--- config.mk ---
export PLATFORM = sky130hd
export DESIGN_NAME = stuck_bus_recovery
export DESIGN_NICKNAME = d
export VERILOG_FILES = /design/src/rtl/sbr_pkg.sv /design/src/rtl/sbr_low_timer.sv /design/src/rtl/sbr_recovery_fsm.sv /design/src/rtl/stuck_bus_recovery.sv
export SDC_FILE = /design/constraint.sdc
export NUM_CORES = 1
export LEC_CHECK = 0
export BUFFER_PORTS_ARGS = -buffer_cell sky130_fd_sc_hd__buf_2
export CAP_MARGIN = 5
export CORE_ASPECT_RATIO = 1.2
export CORE_MARGIN = 1
export CORE_UTILIZATION = 56
export DETAILED_ROUTE_END_ITERATION = 6
export PLACE_DENSITY = 0.78
export SETUP_SLACK_MARGIN = 0.4
export SYNTH_ARGS = -nofsm -noshare
export SYNTH_HDL_FRONTEND = slang
export SYNTH_SLANG_ARGS = --single-unit
export TNS_END_PERCENT = 10
--- constraint.sdc ---
create_clock -name clk -period 2.8 [get_ports clk]
set_clock_uncertainty 0.1 [all_clocks]
set_input_delay 0.42 -clock clk [delete_from_list [all_inputs] [get_ports clk]]
set_output_delay 0.42 -clock clk [all_outputs]
set_load 0.01 [all_outputs]
--- src/rtl/sbr_pkg.sv ---
package sbr_pkg;
   // Recovery sequence phases
   typedef enum logic [2:0] {
      ST_IDLE,
      ST_GAP,
      ST_CLK_LO,
      ST_CLK_HI,
      ST_STOP_A,   // SCL low, SDA released
      ST_STOP_B,   // SCL low, SDA low
      ST_STOP_C,   // SCL released, SDA low
      ST_HOLD      // waiting for both lines high
   } rec_state_t;
endpackage

--- src/rtl/sbr_low_timer.sv ---
module sbr_low_timer #(
   parameter int LIMIT = 30000
) (
   input  logic clk,
   input  logic rst_n,
   input  logic tick_en,
   input  logic restart,
   input  logic line_lvl,
   output logic expired
);
   localparam int CW = $clog2(LIMIT + 1);
   localparam logic [CW-1:0] LIM_V = CW'(LIMIT);

   logic [CW-1:0] cnt;

   always_ff @(posedge clk or negedge rst_n) begin
      if (!rst_n) begin
         cnt <= '0;
      end else if (restart) begin
         cnt <= '0;
      end else if (tick_en) begin
         if (line_lvl)
            cnt <= '0;
         else if (cnt != LIM_V)
            cnt <= cnt + 1'b1;
      end
   end

   assign expired = (cnt == LIM_V);
endmodule

--- src/rtl/sbr_recovery_fsm.sv ---
module sbr_recovery_fsm
   import sbr_pkg::*;
#(
   parameter int GAP_TICKS  = 40,
   parameter int HALF_TICKS = 59,
   parameter int NUM_PULSES = 16,
   parameter int STOP_TICKS = 30
) (
   input  logic clk,
   input  logic rst_n,
   input  logic tick_en,
   input  logic en_lvl,
   input  logic en_rise,
   input  logic stuck,
   input  logic scl_lvl,
   input  logic sda_lvl,
   output logic fault,
   output logic scl_pd,
   output logic sda_pd,
   output logic acc_inh
);
   localparam int PMAX0 = (GAP_TICKS > HALF_TICKS) ? GAP_TICKS : HALF_TICKS;
   localparam int PMAX  = (PMAX0 > STOP_TICKS) ? PMAX0 : STOP_TICKS;
   localparam int PW    = $clog2(PMAX + 1);
   localparam int NW    = $clog2(NUM_PULSES + 1);
   localparam logic [NW-1:0] NP_V = NW'(NUM_PULSES);

   rec_state_t    st;
   logic [PW-1:0] pc;
   logic [PW-1:0] lim_m1;
   logic [NW-1:0] np;
   logic          phase_done;
   logic          bus_free;

   assign bus_free = scl_lvl & sda_lvl;

   always_comb begin
      case (st)
         ST_GAP:                          lim_m1 = PW'(GAP_TICKS - 1);
         ST_CLK_LO, ST_CLK_HI:            lim_m1 = PW'(HALF_TICKS - 1);
         ST_STOP_A, ST_STOP_B, ST_STOP_C: lim_m1 = PW'(STOP_TICKS - 1);
         default:                         lim_m1 = '0;
      endcase
   end

   assign phase_done = (pc == lim_m1);

   always_ff @(posedge clk or negedge rst_n) begin
      if (!rst_n) begin
         st <= ST_IDLE;
         pc <= '0;
         np <= '0;
      end else if (!en_lvl) begin
         st <= ST_IDLE;
         pc <= '0;
         np <= '0;
      end else if (tick_en) begin
         case (st)
            ST_IDLE: begin
               if (stuck && !en_rise) begin
                  st <= ST_GAP;
                  pc <= '0;
               end
            end
            ST_GAP: begin
               if (phase_done) begin
                  pc <= '0;
                  np <= '0;
                  st <= bus_free ? ST_STOP_A : ST_CLK_LO;
               end else begin
                  pc <= pc + 1'b1;
               end
            end
            ST_CLK_LO: begin
               if (phase_done) begin
                  pc <= '0;
                  np <= np + 1'b1;
                  st <= ST_CLK_HI;
               end else begin
                  pc <= pc + 1'b1;
               end
            end
            ST_CLK_HI: begin
               if (bus_free) begin
                  pc <= '0;
                  st <= ST_STOP_A;
               end else if (phase_done) begin
                  pc <= '0;
                  st <= (np == NP_V) ? ST_STOP_A : ST_CLK_LO;
               end else begin
                  pc <= pc + 1'b1;
               end
            end
            ST_STOP_A: begin
               if (phase_done) begin
                  pc <= '0;
                  st <= ST_STOP_B;
               end else begin
                  pc <= pc + 1'b1;
               end
            end
            ST_STOP_B: begin
               if (phase_done) begin
                  pc <= '0;
                  st <= ST_STOP_C;
               end else begin
                  pc <= pc + 1'b1;
               end
            end
            ST_STOP_C: begin
               if (phase_done) begin
                  pc <= '0;
                  st <= ST_HOLD;
               end else begin
                  pc <= pc + 1'b1;
               end
            end
            ST_HOLD: begin
               if (bus_free)
                  st <= ST_IDLE;
            end
            default: st <= ST_IDLE;
         endcase
      end
   end

   always_comb begin
      fault   = (st != ST_IDLE);
      scl_pd  = (st == ST_CLK_LO) || (st == ST_STOP_A) || (st == ST_STOP_B);
      sda_pd  = (st == ST_STOP_B) || (st == ST_STOP_C);
      acc_inh = (st == ST_CLK_LO) || (st == ST_CLK_HI) || (st == ST_STOP_A) ||
                (st == ST_STOP_B) || (st == ST_STOP_C);
   end
endmodule

--- src/rtl/stuck_bus_recovery.sv ---
module stuck_bus_recovery #(
   parameter int STUCK_TICKS = 30000,
   parameter int GAP_TICKS   = 40,
   parameter int HALF_TICKS  = 59,
   parameter int NUM_PULSES  = 16,
   parameter int STOP_TICKS  = 30
) (
   input  logic clk,
   input  logic rst_n,
   input  logic tick_en,
   input  logic en_lvl,
   input  logic scl_lvl,
   input  logic sda_lvl,
   output logic fault_o,
   output logic scl_pd_o,
   output logic sda_pd_o,
   output logic acc_inh_o
);
   localparam int NLINES = 2;

   generate
      if (STUCK_TICKS < 2) begin : g_bad_stuck
         $error("STUCK_TICKS must be at least 2");
      end
      if (GAP_TICKS < 1 || HALF_TICKS < 1 || STOP_TICKS < 1) begin : g_bad_phase
         $error("phase lengths must be at least 1");
      end
      if (NUM_PULSES < 1) begin : g_bad_pulses
         $error("NUM_PULSES must be at least 1");
      end
   endgenerate

   logic              en_d;
   logic              en_rise;
   logic [NLINES-1:0] line_lvl;
   logic [NLINES-1:0] line_exp;

   always_ff @(posedge clk or negedge rst_n) begin
      if (!rst_n) en_d <= 1'b1;
      else        en_d <= en_lvl;
   end

   assign en_rise  = en_lvl & ~en_d;
   assign line_lvl = {sda_lvl, scl_lvl};

   generate
      for (genvar i = 0; i < NLINES; i++) begin : g_line
         sbr_low_timer #(.LIMIT(STUCK_TICKS)) tmr_i (
            .clk      (clk),
            .rst_n    (rst_n),
            .tick_en  (tick_en),
            .restart  (en_rise),
            .line_lvl (line_lvl[i]),
            .expired  (line_exp[i])
         );
      end
   endgenerate

   sbr_recovery_fsm #(
      .GAP_TICKS  (GAP_TICKS),
      .HALF_TICKS (HALF_TICKS),
      .NUM_PULSES (NUM_PULSES),
      .STOP_TICKS (STOP_TICKS)
   ) fsm_i (
      .clk     (clk),
      .rst_n   (rst_n),
      .tick_en (tick_en),
      .en_lvl  (en_lvl),
      .en_rise (en_rise),
      .stuck   (|line_exp),
      .scl_lvl (scl_lvl),
      .sda_lvl (sda_lvl),
      .fault   (fault_o),
      .scl_pd  (scl_pd_o),
      .sda_pd  (sda_pd_o),
      .acc_inh (acc_inh_o)
   );
endmodule

# Word-level counts from Yosys, hierarchy flattened
# Index checks and enable logic that the tools add are counted.
# word_totals
register_bits	45
in_bits	6
out_inout_bits	4
word_cells	94
# op_classes
add_sub_neg	4
eq_ne	24
n_mux	34
bitwise_logic	3
n_reduce_logical	23
# ops
cell	n
two-way mux 15 bit	8
two-way mux 3 bit	13
case mux 6 bit (3 select lines)	2
adder 15 x 1 -> 15 bit (second input constant)	2
== test 15 bit (second input constant)	2
two-way mux 6 bit	5
!= test 15 bit (second input constant)	2
case mux 3 bit (8 select lines)	1
!= test 3 x 2 -> 1 bit (second input constant)	7
two-way mux 5 bit	4
== test 3 bit (second input constant)	4
case mux 5 bit (2 select lines)	1
AND reduction 9 bit	1
nonzero test 3 bit	3
!= test 4 x 2 -> 1 bit (second input constant)	2
logical OR 1 bit	7
adder 6 x 1 -> 6 bit (second input constant)	1
== test 3 x 2 -> 1 bit (second input constant)	2
== test 6 bit	1
adder 5 x 1 -> 5 bit (second input constant)	1
== test 5 bit (second input constant)	1
OR reduction 5 bit	1
AND reduction 2 bit	2
AND reduction 4 bit	1
other kinds (12)	14

# Depth between registers and ports, before layout
# logic_depth
word_depth	9
mapped_depth	8
ltp_nobuf	8

# Hierarchy
# A second synthesis with hierarchy kept.
# hier_totals
hier_cells	330
hier_area_um2	3031.7
# modules_own_cells
mod	n_inst	cells_each	area_each_um2	seq_area_each_um2
sbr_low_timer	2	104	958.4	375.4
sbr_recovery_fsm	1	119	1076.0	350.3
stuck_bus_recovery	1	3	38.8	26.3

# Worst setup path after synthesis
# OpenSTA, ideal clock, no wires.
# synth_timing
path_type	register to register
startpoint	reg fsm_i.st[2]
endpoint	reg fsm_i.np[0]
setup_ps	125
arrival_ps	2588
required_time_ps	2575
path_slack_ps	-13
path_stages_with_launch	9
path_buffers	1
synth_period_minus_slack_ps	2813
cell_sequence	dfrtp_1 -> buf_2 -> inv_1 -> ha_1 -> or4_1 -> a222oi_1 -> nand2_1 -> o31a_1 -> mux2_2
# synth_via
elab_chain_len	6
word_cells_on_any_way	17
cone_classes	eq/ne (10); mux (4); reduce/logical (3)
# synth_lines
item	line	source
start: declaration	sbr_recovery_fsm.sv:28	rec_state_t st;
start signal: assignment	sbr_recovery_fsm.sv:69	st <= bus_free ? ST_STOP_A : ST_CLK_LO;
start signal: assignment	sbr_recovery_fsm.sv:89	st <= (np == NP_V) ? ST_STOP_A : ST_CLK_LO;
== test 3 bit (tied with other cells)	sbr_recovery_fsm.sv:38	case (st)
OR reduction 3 bit or OR reduction 2 bit (tied branches)	sbr_recovery_fsm.sv:38	
case mux 6 bit (3 select lines)	sbr_recovery_fsm.sv:38	
== test 6 bit	sbr_recovery_fsm.sv:46	assign phase_done = (pc == lim_m1);
!= test 3 x 2 -> 1 bit (no source line)	--	
AND reduction 4 bit (no source line)	--	
end signal: assignment	sbr_recovery_fsm.sv:77	np <= np + 1'b1;
end: declaration	sbr_recovery_fsm.sv:31	logic [NW-1:0] np;
# Parallel ways exist; a longest one is shown, timed or not. The select of a mux whose other input is x is not followed.
# A chain may end at the register's enable or synchronous reset.

# Final worst setup path
# Same ends and word-level chain as after synthesis.

==> summary.md <==
| Metric | Value |
|---|---|
| Run status | `completed` |
| Share of cells above drive strength 1 | `between 10% and 20%` |
| Root Driver | `clkbuf_8` |
| Area delta synth->final | `15.2%` |
| Minimum clock period | `around 2500 ps` |
| Multi-input combinational cell area | `roughly 1500 µm²` |
| Drc violations | `0` |
| Register clock-pin slew on the reported worst setup and hold paths | `about 90 ps` |
| Slew @ Worst Pin | `989 ps` |
| Syn nets | `just over 300` |
| Worst skew pair latency | `300 ps` |
| Yosys warns | `0` |
| Register Area | `between 1000 and 1500 µm²` |
| Number of failing hold endpoints at the final stage | `0` |
| CTS Buffer Depth | `2` |
| Sequential area share after synthesis | `between 40% and 50%` |
| Post-Synthesis Mean Instance Area | `around 9.0 µm²` |
| Crit Path Class | `flip-flop to flip-flop` |
| CTS HTree Levels | `2` |
| GRT Overall Usage | `25.7%` |
| First-pass GRT wire length | `10.1 mm` |
| Worst EP arrival | `between 2000 and 3000 ps` |
| Die X | `around 65 µm` |
| Max-cap viol count | `0` |
| WP data required | `around 2900 ps` |
| Core Region | `~4600 µm²` |
| Syn Std Cell Area | `approximately 2700 µm²` |
| Post-DRT Antenna Nets | `0` |
| Die area | `5040 µm²` |
| Fmax | `just over 400 MHz` |
| Core Rows | `27` |
| Antenna fix cells | `0` |
| Routed WL per cell | `around 15 µm` |
| Switching share of power | `between 30% and 40%` |
| Final setup viols | `0` |
| IO Pins | `10` |
| NetSw | `approximately 0.00068 W` |
| GR Overflow Total | `0` |
| Clk sinks | `45` |
| Critical-path cell list | `inv_6 -> ha_4 -> or4_4 -> a222oi_1 -> nand2_1 -> o31a_1 -> mux2_2` |
| Reg power frac | `between 30% and 40%` |
| Internal power | `approximately 0.0013 W` |
| Fillers | `385` |
| Fraction of registers with async set/reset | `100%` |
| Distinct cells, synth | `57` |
| Setup TNS | `0 ps` |
| Buffers on Ports | `9` |
| Power density cells | `around 640 nW/µm²` |
| Final WL | `~5.6 mm` |
| Initial DRC Count | `between 100 and 150` |
| Largest net degree at the start of global routing | `between 40 and 50` |
| Initial antenna violation count | `0` |
| CTS tree | `built` |
| Placed Area | `approximately 2800 µm²` |
| Post-detail-place hpwl | `3.79 mm` |
| Setup repair after global routing missed its margin | `true` |
| Startpoint types | `flip-flop` |
| Worst min path class | `input pin to asynchronous set/reset pin` |
| VDD IR-drop max | `approximately 0.00041 V` |
| Number of flops mapped to enable cells by yosys | `0` |
| Final net count | `roughly 340` |
| Final instance area | `3070 µm²` |
| CTS Buf Count | `5` |
| Clock share of power | `25.1%` |
| Worst Setup End Kind | `flip-flop` |
| Starting density of the core | `58.0%` |
| Crit share post-route | `between 80% and 90%` |
| Comb pwr share | `between 30% and 40%` |
| Die span in y | `77.6 µm` |
| DR vias/cell | `5.87` |
| Slowest cell delay on critical path | `between 400 and 500 ps` |
| Top FF cell, synth | `dfrtp_1` |
| Max transition margin | `34.1%` |
| P_leak | `1.35 nW` |
| Critical Path Fanout Max | `7` |
| Slew Viols, Final | `0` |
| Synth Instances | `295` |
| Critical-path cell with the highest stage delay | `or4_4` |
| Synthesized flop and latch total | `45` |
| DRT Pass-1 Iters | `4` |
| Vias in the first global route | `2182` |
| Via Count | `approximately 2.2k` |
| Placer congestion estimate | `about 0.86` |
-- cells in the mapped netlist, types with 6 or more instances --
cell      instances  area [µm²]
or3_1             6        37.5
o21ai_0          17        85.1
inv_1            11        41.3
nand3_1          19        95.1
xor2_1           12         105
nor2_1           31         116
a21oi_1          12        60.1
clkbuf_1          6        22.5
and3_1            6        37.5
dfrtp_1          44        1100
ha_1             10         125
nand2_1          30         113
xnor2_1          10        87.6
-- kinds of logic after synthesis --
kind of cell | synth area share [%]
AND/OR/NAND/NOR | 25.7
AO/OA/AOI/OAI | 15.7
flip-flops | 42.3
XOR/XNOR | 7.23
buffers and inverters | 2.72
adder cells (fa/ha/maj) | 4.70
multiplexers | 1.55
-- layout by cell type (no fill, tap or decap), types with 3 or more instances in the layout --
cell,synthesis,final
xor2_1,12,12
buf_2,1,9
or3_1,6,6
nand4_1,4,4
dfrtp_2,0,3
o21ai_0,17,15
xnor2_1,10,10
buf_4,0,16
dfrtp_1,44,41
nand2_1,30,29
nand3_1,19,19
ha_1,10,9
nor3_1,5,5
o211ai_1,3,3
a21oi_1,12,12
nor3b_1,3,3
a21o_1,4,3
inv_1,11,10
a22o_1,5,5
nor2b_1,5,5
and3_1,6,5
nor2_1,31,31
clkbuf_8,0,5
nand2b_1,4,3
mux2i_1,3,3
-- path summary, 6_finish.rpt --
path | from | end | slack [ps] | depth (start not counted)
setup / recovery | fsm_i.st[2]$_DFFE_PN0P_ | fsm_i.np[0]$_DFFE_PN0P_ | 330 | 7
hold / removal | rst_n | g_line[1].tmr_i.cnt[9]$_DFFE_PN0P_ | 170 | 1
setup reg to reg | fsm_i.st[2]$_DFFE_PN0P_ | fsm_i.np[0]$_DFFE_PN0P_ | 330 | 7
hold reg to reg | g_line[1].tmr_i.cnt[5]$_DFFE_PN0P_ | g_line[1].tmr_i.cnt[5]$_DFFE_PN0P_ | 440 | 2
max in group asynchronous | rst_n | fsm_i.st[0]$_DFFE_PN0P_ | 1750 | 1
min in group clk | en_lvl | en_d$_DFF_PN1_ | 210 | 1
-- through the flow --
step / utilization, % / total power [W] / worst slack (ps) / hold WS (ps) / std cells
floorplan: - / 0.00117 / 107 / 24.4 / 295
global placement: 61.9 / 0.00137 / 236 / 410 / 364
detailed placement: 61.9 / 0.00138 / 149 / 417 / 364
CTS: 66.3 / 0.00194 / 363 / 201 / 377
global route: 66.8 / 0.00208 / 226 / 207 / 379
finish: 66.8 / 0.00196 / 333 / 174 / 379
-- power by group through the flow --
stage	logic [W]	registers, W	clock network [W]
6_report	0.000725	0.000741	0.000491
5_1_grt	0.000800	0.000749	0.000531
4_1_cts	0.000689	0.000740	0.000507
3_5_place_dp	0.000633	0.000751	0
3_3_place_gp	0.000619	0.000751	0
2_1_floorplan	0.000439	0.000735	0
-- critical path: cells and delay by family, from the launching register on --
family / cells / cell delay, ps
buffers and inverters: 1 / 60
AOI/OAI and AO/OA: 2 / 750
and+or+nand+nor: 2 / 590
DFF: 1 / 420
adders and majority gates: 1 / 160
muxes: 1 / 270
-- per-layer routing --
| layer | vias up | part of all wire (%) | track usage (%) |
|---|---|---|---|
| li1 | 1108 | - | - |
| met3 | 12 | 2.9 | 4.71 |
| met4 | 0 | 2.3 | 9.11 |
| met5 | - | 0 | 0 |
| met1 | 1060 | 45 | 34.5 |
| met2 | 44 | 49 | 41.0 |
-- timing repair --
item,4_1_cts,5_1_grt
resized for setup,16,3
hold buffers,0,0
setup buffers,5,2
endpoints found under the setup margin,27,33
pin swaps,9,3
-- registers in the layout, indices dropped and copies added (netlist names) --
register / count
g_line.tmr_i.cnt: 30
fsm_i.pc: 6
fsm_i.np: 5
fsm_i.st: 3
en_d: 1
-- area by class of cell --
cell class                 instances  area share [%]
timing repair buffer              26            5.75
multi-input combinational        231            49.9
clock inverter                     2            1.26
clock buffer                       6            2.36
tap                               58            2.36
sequential                        45            36.9
inverter                          11            1.51
No activity file was read; power rests on OpenSTA's default activity.
